**src/rtl/cal_pkg.sv**
```systemverilog
package cal_pkg;
    localparam int DATA_W = 32;

    // Register byte offsets; a driver decodes these
    localparam logic [7:0] OFS_TRIM   = 8'h00;
    localparam logic [7:0] OFS_SET_LO = 8'h04;
    localparam logic [7:0] OFS_SET_HI = 8'h08;
    localparam logic [7:0] OFS_GET_LO = 8'h0C;
    localparam logic [7:0] OFS_GET_HI = 8'h10;
    localparam logic [7:0] OFS_STAT   = 8'h20;

    // Status word bit positions
    localparam int ST_TIME_BUSY = 0;
    localparam int ST_TRIM_BUSY = 4;
    localparam int ST_XTAL_OK   = 5;
    localparam int ST_OSC_ON    = 8;

    // Packed time-of-year word, MSB first
    typedef struct packed {
        logic [5:0] mon;
        logic [4:0] day;
        logic [4:0] hour;
        logic [5:0] min;
        logic [5:0] sec;
        logic [3:0] pad;
    } tod_t;

    localparam tod_t TOD_RESET = '{mon: 6'd1, day: 5'd1, hour: 5'd0,
                                   min: 6'd0, sec: 6'd0, pad: 4'd0};
    localparam logic [31:0] YEAR_RESET = 32'd2000;

    function automatic logic [4:0] month_len(input logic [5:0] m, input logic leap);
        case (m)
            6'd2:                      month_len = leap ? 5'd29 : 5'd28;
            6'd4, 6'd6, 6'd9, 6'd11:   month_len = 5'd30;
            default:                   month_len = 5'd31;
        endcase
    endfunction
endpackage

```
**src/rtl/cal_commit.sv**
```systemverilog
module cal_commit #(
    parameter int W     = 32,
    parameter int DELAY = 3
) (
    input  logic         clk,
    input  logic         rst,
    input  logic         load,
    input  logic [W-1:0] din,
    output logic         busy,
    output logic         fire,
    output logic [W-1:0] pend
);
    localparam int CW = $clog2(DELAY + 1);

    logic [CW-1:0] cnt;

    always_ff @(posedge clk) begin
        if (rst) begin
            cnt  <= '0;
            pend <= '0;
        end else if (load) begin
            cnt  <= CW'(DELAY);
            pend <= din;
        end else if (cnt != '0) begin
            cnt  <= cnt - CW'(1);
        end
    end

    assign busy = (cnt != '0);
    assign fire = (cnt == CW'(1)) && !load;
endmodule

```
**src/rtl/cal_prescaler.sv**
```systemverilog
module cal_prescaler #(
    parameter int TW = 16
) (
    input  logic          clk,
    input  logic          rst,
    input  logic [TW-1:0] trim,
    input  logic          restart,
    output logic          tick
);
    logic [TW-1:0] pcnt;

    assign tick = (pcnt == trim) && !restart;

    always_ff @(posedge clk) begin
        if (rst || restart || tick) pcnt <= '0;
        else                        pcnt <= pcnt + TW'(1);
    end
endmodule

```
**src/rtl/cal_calendar.sv**
```systemverilog
module cal_calendar
    import cal_pkg::*;
(
    input  logic        clk,
    input  logic        rst,
    input  logic        tick,
    input  logic        lo_load,
    input  tod_t        lo_val,
    input  logic        hi_load,
    input  logic [31:0] hi_val,
    output tod_t        tod,
    output logic [31:0] year
);
    tod_t nxt;
    logic c_min, c_hour, c_day, c_mon, c_year;
    logic leap;

    always_comb begin
        leap   = (year[1:0] == 2'b00);
        nxt    = tod;
        nxt.pad = 4'd0;
        c_min  = (tod.sec  == 6'd59);
        c_hour = c_min  && (tod.min  == 6'd59);
        c_day  = c_hour && (tod.hour == 5'd23);
        c_mon  = c_day  && (tod.day  >= month_len(tod.mon, leap));
        c_year = c_mon  && (tod.mon  >= 6'd12);
        nxt.sec = c_min ? 6'd0 : tod.sec + 6'd1;
        if (c_min)  nxt.min  = (tod.min == 6'd59) ? 6'd0 : tod.min + 6'd1;
        if (c_hour) nxt.hour = (tod.hour == 5'd23) ? 5'd0 : tod.hour + 5'd1;
        if (c_day)  nxt.day  = c_mon ? 5'd1 : tod.day + 5'd1;
        if (c_mon)  nxt.mon  = c_year ? 6'd1 : tod.mon + 6'd1;
    end

    always_ff @(posedge clk) begin
        if (rst) begin
            tod <= TOD_RESET;
        end else if (lo_load) begin
            tod     <= lo_val;
            tod.pad <= 4'd0;
        end else if (tick) begin
            tod <= nxt;
        end
    end

    always_ff @(posedge clk) begin
        if (rst)                 year <= YEAR_RESET;
        else if (hi_load)        year <= hi_val;
        else if (tick && c_year) year <= year + 32'd1;
    end
endmodule

```
**src/rtl/cal_counter.sv**
```systemverilog
module cal_counter
    import cal_pkg::*;
#(
    parameter int ADDR_W     = 6,
    parameter int TRIM_W     = 16,
    parameter int COMMIT_CYC = 3,
    parameter int TRIM_RESET = 32767
) (
    input  logic              clk,
    input  logic              rst,
    input  logic              bus_we,
    input  logic [ADDR_W-1:0] bus_addr,
    input  logic [31:0]       bus_wdata,
    output logic [31:0]       bus_rdata
);
    localparam logic [ADDR_W-1:0] A_TRIM   = OFS_TRIM[ADDR_W-1:0];
    localparam logic [ADDR_W-1:0] A_SET_LO = OFS_SET_LO[ADDR_W-1:0];
    localparam logic [ADDR_W-1:0] A_SET_HI = OFS_SET_HI[ADDR_W-1:0];
    localparam logic [ADDR_W-1:0] A_GET_LO = OFS_GET_LO[ADDR_W-1:0];
    localparam logic [ADDR_W-1:0] A_GET_HI = OFS_GET_HI[ADDR_W-1:0];
    localparam logic [ADDR_W-1:0] A_STAT   = OFS_STAT[ADDR_W-1:0];

    logic              trim_busy, trim_fire;
    logic [TRIM_W-1:0] trim_pend, trim_q;
    logic              lo_busy, lo_fire;
    logic [31:0]       lo_pend;
    logic              hi_busy, hi_fire;
    logic [31:0]       hi_pend;
    logic              tick;
    tod_t              tod_q;
    logic [31:0]       year_q;
    logic [31:0]       stat;

    cal_commit #(.W(TRIM_W), .DELAY(COMMIT_CYC)) u_trim_slot (
        .clk(clk), .rst(rst),
        .load(bus_we && bus_addr == A_TRIM),
        .din(bus_wdata[TRIM_W-1:0]),
        .busy(trim_busy), .fire(trim_fire), .pend(trim_pend)
    );

    cal_commit #(.W(32), .DELAY(COMMIT_CYC)) u_lo_slot (
        .clk(clk), .rst(rst),
        .load(bus_we && bus_addr == A_SET_LO),
        .din(bus_wdata),
        .busy(lo_busy), .fire(lo_fire), .pend(lo_pend)
    );

    cal_commit #(.W(32), .DELAY(COMMIT_CYC)) u_hi_slot (
        .clk(clk), .rst(rst),
        .load(bus_we && bus_addr == A_SET_HI),
        .din(bus_wdata),
        .busy(hi_busy), .fire(hi_fire), .pend(hi_pend)
    );

    always_ff @(posedge clk) begin
        if (rst)            trim_q <= TRIM_W'(TRIM_RESET);
        else if (trim_fire) trim_q <= trim_pend;
    end

    cal_prescaler #(.TW(TRIM_W)) u_presc (
        .clk(clk), .rst(rst), .trim(trim_q),
        .restart(trim_fire || lo_fire), .tick(tick)
    );

    cal_calendar u_cal (
        .clk(clk), .rst(rst), .tick(tick),
        .lo_load(lo_fire), .lo_val(tod_t'(lo_pend)),
        .hi_load(hi_fire), .hi_val(hi_pend),
        .tod(tod_q), .year(year_q)
    );

    always_comb begin
        stat               = '0;
        stat[ST_TIME_BUSY] = lo_busy || hi_busy;
        stat[ST_TRIM_BUSY] = trim_busy;
        stat[ST_XTAL_OK]   = 1'b1;
        stat[ST_OSC_ON]    = 1'b1;
    end

    always_comb begin
        case (bus_addr)
            A_TRIM:   bus_rdata = 32'(trim_q);
            A_GET_LO: bus_rdata = tod_q;
            A_GET_HI: bus_rdata = year_q;
            A_STAT:   bus_rdata = stat;
            default:  bus_rdata = '0;
        endcase
    end
endmodule

```
**config.mk**
```make
export PLATFORM = sky130hd
export DESIGN_NAME = cal_counter
export DESIGN_NICKNAME = d
export VERILOG_FILES = /design/src/rtl/cal_pkg.sv /design/src/rtl/cal_commit.sv /design/src/rtl/cal_prescaler.sv /design/src/rtl/cal_calendar.sv /design/src/rtl/cal_counter.sv
export SDC_FILE = /design/constraint.sdc
export NUM_CORES = 1
export LEC_CHECK = 0
export BUFFER_PORTS_ARGS = -buffer_cell sky130_fd_sc_hd__buf_4
export CAP_MARGIN = 20
export CORE_ASPECT_RATIO = 0.9
export CORE_UTILIZATION = 25
export DETAILED_ROUTE_END_ITERATION = 7
export SETUP_SLACK_MARGIN = 0.2
export SKIP_LAST_GASP = 1
export SLEW_MARGIN = 20
export SYNTH_ARGS = -nofsm -noshare
export SYNTH_HDL_FRONTEND = slang
export SYNTH_SLANG_ARGS = --single-unit
```
**constraint.sdc**
```tcl
create_clock -name clk -period 3.2 [get_ports clk]
set_clock_uncertainty 0.05 [all_clocks]
set_input_delay 0.64 -clock clk [delete_from_list [all_inputs] [get_ports clk]]
set_output_delay 0.64 -clock clk [all_outputs]
set_load 0.005 [all_outputs]
```
* Word-level counts from Yosys, hierarchy flattened
Index checks and enable logic that the tools add are counted. Widths: inputs -> output; s select.
Storage, ports and cells: memory bits (writable) 0, ROM bits 0, memories kept 0, latch bits 0, output and inout bits 32, input bits 41, bits in registers 178
Operators by class: multipliers 0, add/subtract/negate cells 10, $lt $le $gt $ge 2, divide/modulo/power cells 0, shift operators 0, mux-type cells 22, bitwise gates (word level) 0, eq/ne operators 17, reduce and logical (&&, ||, !) cells 39
Operators with widths (number):
- $mux 32 | 4
- $pmux 32 s4 | 1
- $add 32x1->32 const B | 1
- $mux 6 | 5
- $eq 6x4->1 const B | 4
- $reduce_bool 2->1 | 12
- $mux 5 | 4
- $add 6x1->6 const B | 3
- $eq 6x3->1 const B | 3
- $eq 6x6->1 const B | 3
- $add 16x1->16 const B | 1
- $eq 16x16->1 | 1
- $logic_and 1x1->1 | 12
- $mux 2 | 6
- $add 5x1->5 const B | 2
- $pmux 5 s2 | 1
- $reduce_and 2->1 | 4
- $eq 2x1->1 const B | 3
- $eq 6x2->1 const B | 1
- $eq 6x5->1 const B | 1
- $ge 6x4->1 const B | 1
- $logic_not 6->1 | 1
- $sub 2x1->2 const B | 3
- $eq 5x5->1 const B | 1
- 6 further kinds | 12

* Longest topological paths before layout
depth in word-level cells 10, mapped depth 15, depth with buffers taken out 13

* By module
Synthesis repeated with hierarchy kept, for this count alone.
Second synthesis, totals: cells, all modules 1042, area, all modules 9365.2 µm²
Modules (own cells, without submodules):
- cal_calendar | area each 3935.0 µm², cells an instance 509, instances 1, seq. area each 1201.2 µm²
- cal_commit at u_hi_slot ... | area each 1290.0 µm², cells an instance 117, instances 2, seq. area each 680.7 µm²
- cal_counter | area each 1172.4 µm², cells an instance 129, instances 1, seq. area each 320.3 µm²
- cal_prescaler | area each 974.7 µm², cells an instance 105, instances 1, seq. area each 320.3 µm²
- cal_commit at u_trim_slot | area each 703.2 µm², cells an instance 65, instances 1, seq. area each 360.3 µm²

* Worst setup path before layout
OpenSTA, ideal clock, no wires.
path type reg2reg, start point reg u_cal.year[0], end point reg u_cal.year[16], setup time 0.091 ns, stages on the path, launching flop included 15, data required time 3.059 ns, arrival time 3.067 ns, path slack -0.008 ns, period minus slack after synthesis 3.208 ns, cell sequence dfxtp_1 -> inv_1 -> ha_1 -> nand2b_1 -> a21oi_1 -> a21oi_1 -> or3_1 -> ha_1 -> nand2b_1 -> a21o_1 -> nand4_1 -> or3_1 -> buf_2 -> or4_1 -> a311oi_1
Between the ends: word-level cells in the longest chain between the ends 8
RTL lines:
- start: declaration | RTL line cal_calendar.sv:12 | output logic [31:0] year
- start signal: assignment | RTL line cal_calendar.sv:47 | else if (hi_load) year <= hi_val;
- start signal: assignment | RTL line cal_calendar.sv:48 | else if (tick && c_year) year <= year + 32'd1;
- $logic_not 2->1 | RTL line cal_calendar.sv:19 | leap = (year[1:0] == 2'b00);
- $mux 1 | RTL line cal_pkg.sv:34 | 6'd2: month_len = leap ? 5'd29 : 5'd28;
- $pmux 5 s2 | RTL line cal_pkg.sv:33 | case (m)
- $ge 5x5->1 | RTL line cal_calendar.sv:25 | c_mon = c_day && (tod.day >= month_len(tod.mon, leap));
- $logic_and 1x1->1 | RTL line cal_calendar.sv:25
- $logic_and 1x1->1 | RTL line cal_calendar.sv:26 | c_year = c_mon && (tod.mon >= 6'd12);
- $logic_and 1x1->1 | RTL line cal_calendar.sv:48
- $reduce_bool 2->1 (no source line)
Several ways; a longest one is shown, not always the timed one. The select of a mux whose other input is x is not followed. A chain may end at the register's enable or synchronous reset.

* Final worst setup path
Same ends and word-level chain as after synthesis.

==> impl_metrics.toml <==
[min_path]
hold_path.class = "primary input to flip-flop"

[placement]
portBuffers = 72
placedInstanceArea_um2 = 10000
dp.cells = 1634
hpwl_um = 21300
gp_congestion = 0.904

[power_and_ir_drop]
combPwrFrac = 0.297
p_sw_uw = 2780
switching_share = 0.383
intPower_uw = 4480
vdd_drop_max_v = 0.000366
power.density_nw_per_um2 = 644
leakage_uw = 0.00412
clkPwrFrac = 0.289
p_seq_frac = 0.414

[critical_path]
crit_chain = "inv_2, ha_4, nand2b_4, a21oi_2, a21oi_1, or3_1, ha_1, nand2b_4, a21o_1, nand4_1, buf_4, or3_4, or4_1, a311oi_1"
cp_data_arrival_time_ns = 3.57
path_buf_inv = 2
startpoint_type = "flip-flop"
path_max_fanout = 5
path_common_cell = "nand2b_4"
required_ns = 3.50
crit_family = "simple AND/OR/NAND/NOR gates"
slowest_delay_ns = 0.48
endpoint_kind = "flip-flop"
crit_path_top_delay_cell = "or4_1"
critical_path_class = "flip-flop to flip-flop"

[finish]
layout.nets = 1272
layoutNonFillerInstCount = 1687
postLayoutCoreUtil = 0.331
fillers = 3522
multi_input_area_um2 = 5120
drive_gt1_frac = 0.216
area_delta_synth_final_pct = 30.6
n_antenna_cell = 0
final_area_um2 = 11300
seq_area_um2 = 3490

[sta]
finalHoldViolations = 0
finalWorstSetupSlack_ns = -0.0630
worstMarginPinSlew_ns = 0.783
max_freq_ghz = 0.306
period_minus_slack_ns = 3.26
rsz0062_at_grt = "yes"
fin_crit_sh = 1.02
max_slew_margin = 0.476
slew_violations = 0
finalSetupViolations = 13

[drt]
wirelength_um = 30700
dr.pass1.iters = 8
ant_nets = 0
vias_per_cell = 5.20
num_vias = 8777
drt-initial-drc-count = 809
wire_per_inst_um = 18.2
drc = 0

[cts]
cts.sinks = 174
clk_path_buf_depth = 2
cts_tree = "yes"
cts_made_buffers = 17
clkTransAtPathRegs_ns = 0.07
clk-insertion-delay-late_ns = 0.44
htreeDepth = 4
root_buffer = "clkbuf_16"

[logic_synthesis]
yosys_warnings = 0
synthFlopType = "dfxtp_1"
netlist_area_um2 = 8640
synth_edf_count = 0
post-synth-top-count-cell = "nand2_1"
synth_area_leaders = "dfxtp_1 (40%), nand2_1 (11%), a21oi_1 (5.9%), nor2_1 (3.9%), nand3_1 (3.1%)"
synth_nets = 1173
ys_ff_latch = 174
avgSynthCellArea_um2 = 7.76
netlist.area_leader.share = 0.403
ys_top_cells_by_count = "nand2_1 (242), dfxtp_1 (174), a21oi_1 (101)"
synthCells = 1113
synthArstFlopShare = 0
yosysSeqAreaShare = 0.403
yosysUniqueCellTypes = 66
synth_largest_area_cell = "dfxtp_1"

[die]
die_area_um2 = 35300
num_rows = 64
io_pins = 73
die_w_um = 198
die_h_um = 178
core_area_um2 = 34000
start_util = 0.254

[global_routing]
grt_max_degree = 60
grt_pass1_vias = 8142
gr-total-overflow = 0
antenna_found_initial = 0
grt.total_usage = 0.171
grt_pass1_wl_um = 46500

[run_status]
failed_checks = "negative setup slack"
status = "finished with violations"

[flow_run]
maxCapViolCount = 0
## repair_timing
item                                    4_1_cts  5_1_grt
gates resized for setup                      27       56
endpoints found under the setup margin       25       62
buffers inserted                             13        4
pin swaps                                    25       28
cloned                                        2        2
endpoints found under the hold margin         0        0
hold buffers                                  0        0
## area by class of cell
type,instances,area share
clock buffers,17,0.0377
well taps,462,0.0513
clock inverters,15,0.0145
multi-input cells,831,0.454
inverters,31,0.0105
flip-flops and latches,174,0.310
repair buffers,157,0.122
## layer usage
layer / global-route usage / up-vias / wire (um)
li1: - / 4156 / -
met1: 0.218 / 4238 / 13100
met2: 0.289 / 316 / 14700
met3: 0.0250 / 67 / 1880
met4: 0.0711 / 0 / 1110
met5: 0 / - / 0
## power by group through the flow
stage                     registers [uW]  clock network, uW  logic, uW
final                               3010               2100       2160
after global routing                3050               2210       2360
after CTS                           2970               2120       2050
after detailed placement            3020                  0       1950
after global placement              3010                  0       1920
after floorplan                     2830                  0       1330
## state kept, by name (all words and copies together) (netlist names)
name	flops
u_cal.year	32
u_hi_slot.pend	32
u_cal.tod	28
u_lo_slot.pend	28
trim_q	16
u_presc.pcnt	16
u_trim_slot.pend	16
u_hi_slot.cnt	2
u_lo_slot.cnt	2
u_trim_slot.cnt	2
## tightest hold or removal path, delay by kind of cell
kind	cells	cell delay [ns]
and+or+nand+nor	1	0.05
AOI/OAI and AO/OA	1	0.05
buffers and inverters	1	0.11
## cell usage in the layout, fill, tap and decap left out, types with 15 or more instances in the layout
cell type  synthesis  routed
buf_4              0     133
a21oi_1          101     100
clkbuf_16          0      19
nand4_1           17      17
xnor2_1           26      25
nor4_1            26      18
o21ai_0           22      21
nand2_1          242     241
ha_1              19      16
or3_1             18      15
and3_1            17      15
a211oi_1          15      15
nor2_1            89      87
nand3_1           53      51
inv_1             30      25
dfxtp_1          174     170
## kinds of logic (layout without fill, tap and decap cells)
family | count (synthesis) | in the layout | share of synthesized area
adder cells (fa/ha/maj) | 19 | 19 | 0.0275
AND/OR/NAND/NOR | 525 | 525 | 0.284
buffers and inverters | 108 | 220 | 0.0500
multiplexers | 11 | 11 | 0.0133
XOR/XNOR | 41 | 41 | 0.0416
flip-flops | 174 | 174 | 0.403
AO/OA/AOI/OAI | 235 | 235 | 0.180
## path summary, 6_finish.rpt
check	start	endpoint	slack (ns)	depth (start not counted)
worst max-delay path	u_cal.year[0]	u_cal.year[16]	-0.06	14
worst min-delay path	bus_wdata[26]	u_lo_slot.pend[26]	0.40	3
worst max register to register	u_cal.year[0]	u_cal.year[16]	-0.06	14
worst min register to register	u_lo_slot.pend[10]	u_lo_slot.pend[10]	0.40	2
## metrics by stage
step                hold slack (ns)  setup slack [ns]  TNS [ns]  total power (uW)
floorplan                     0.382            0.0422         0              4160
global placement              0.391           -0.0495   -0.0934              4930
detailed placement            0.396            -0.135    -0.375              4970
CTS                           0.397            0.0104         0              7140
global route                  0.410            -0.176     -2.48              7620
finish                        0.401           -0.0630    -0.449              7270
Power figures use the tool's default switching activity.
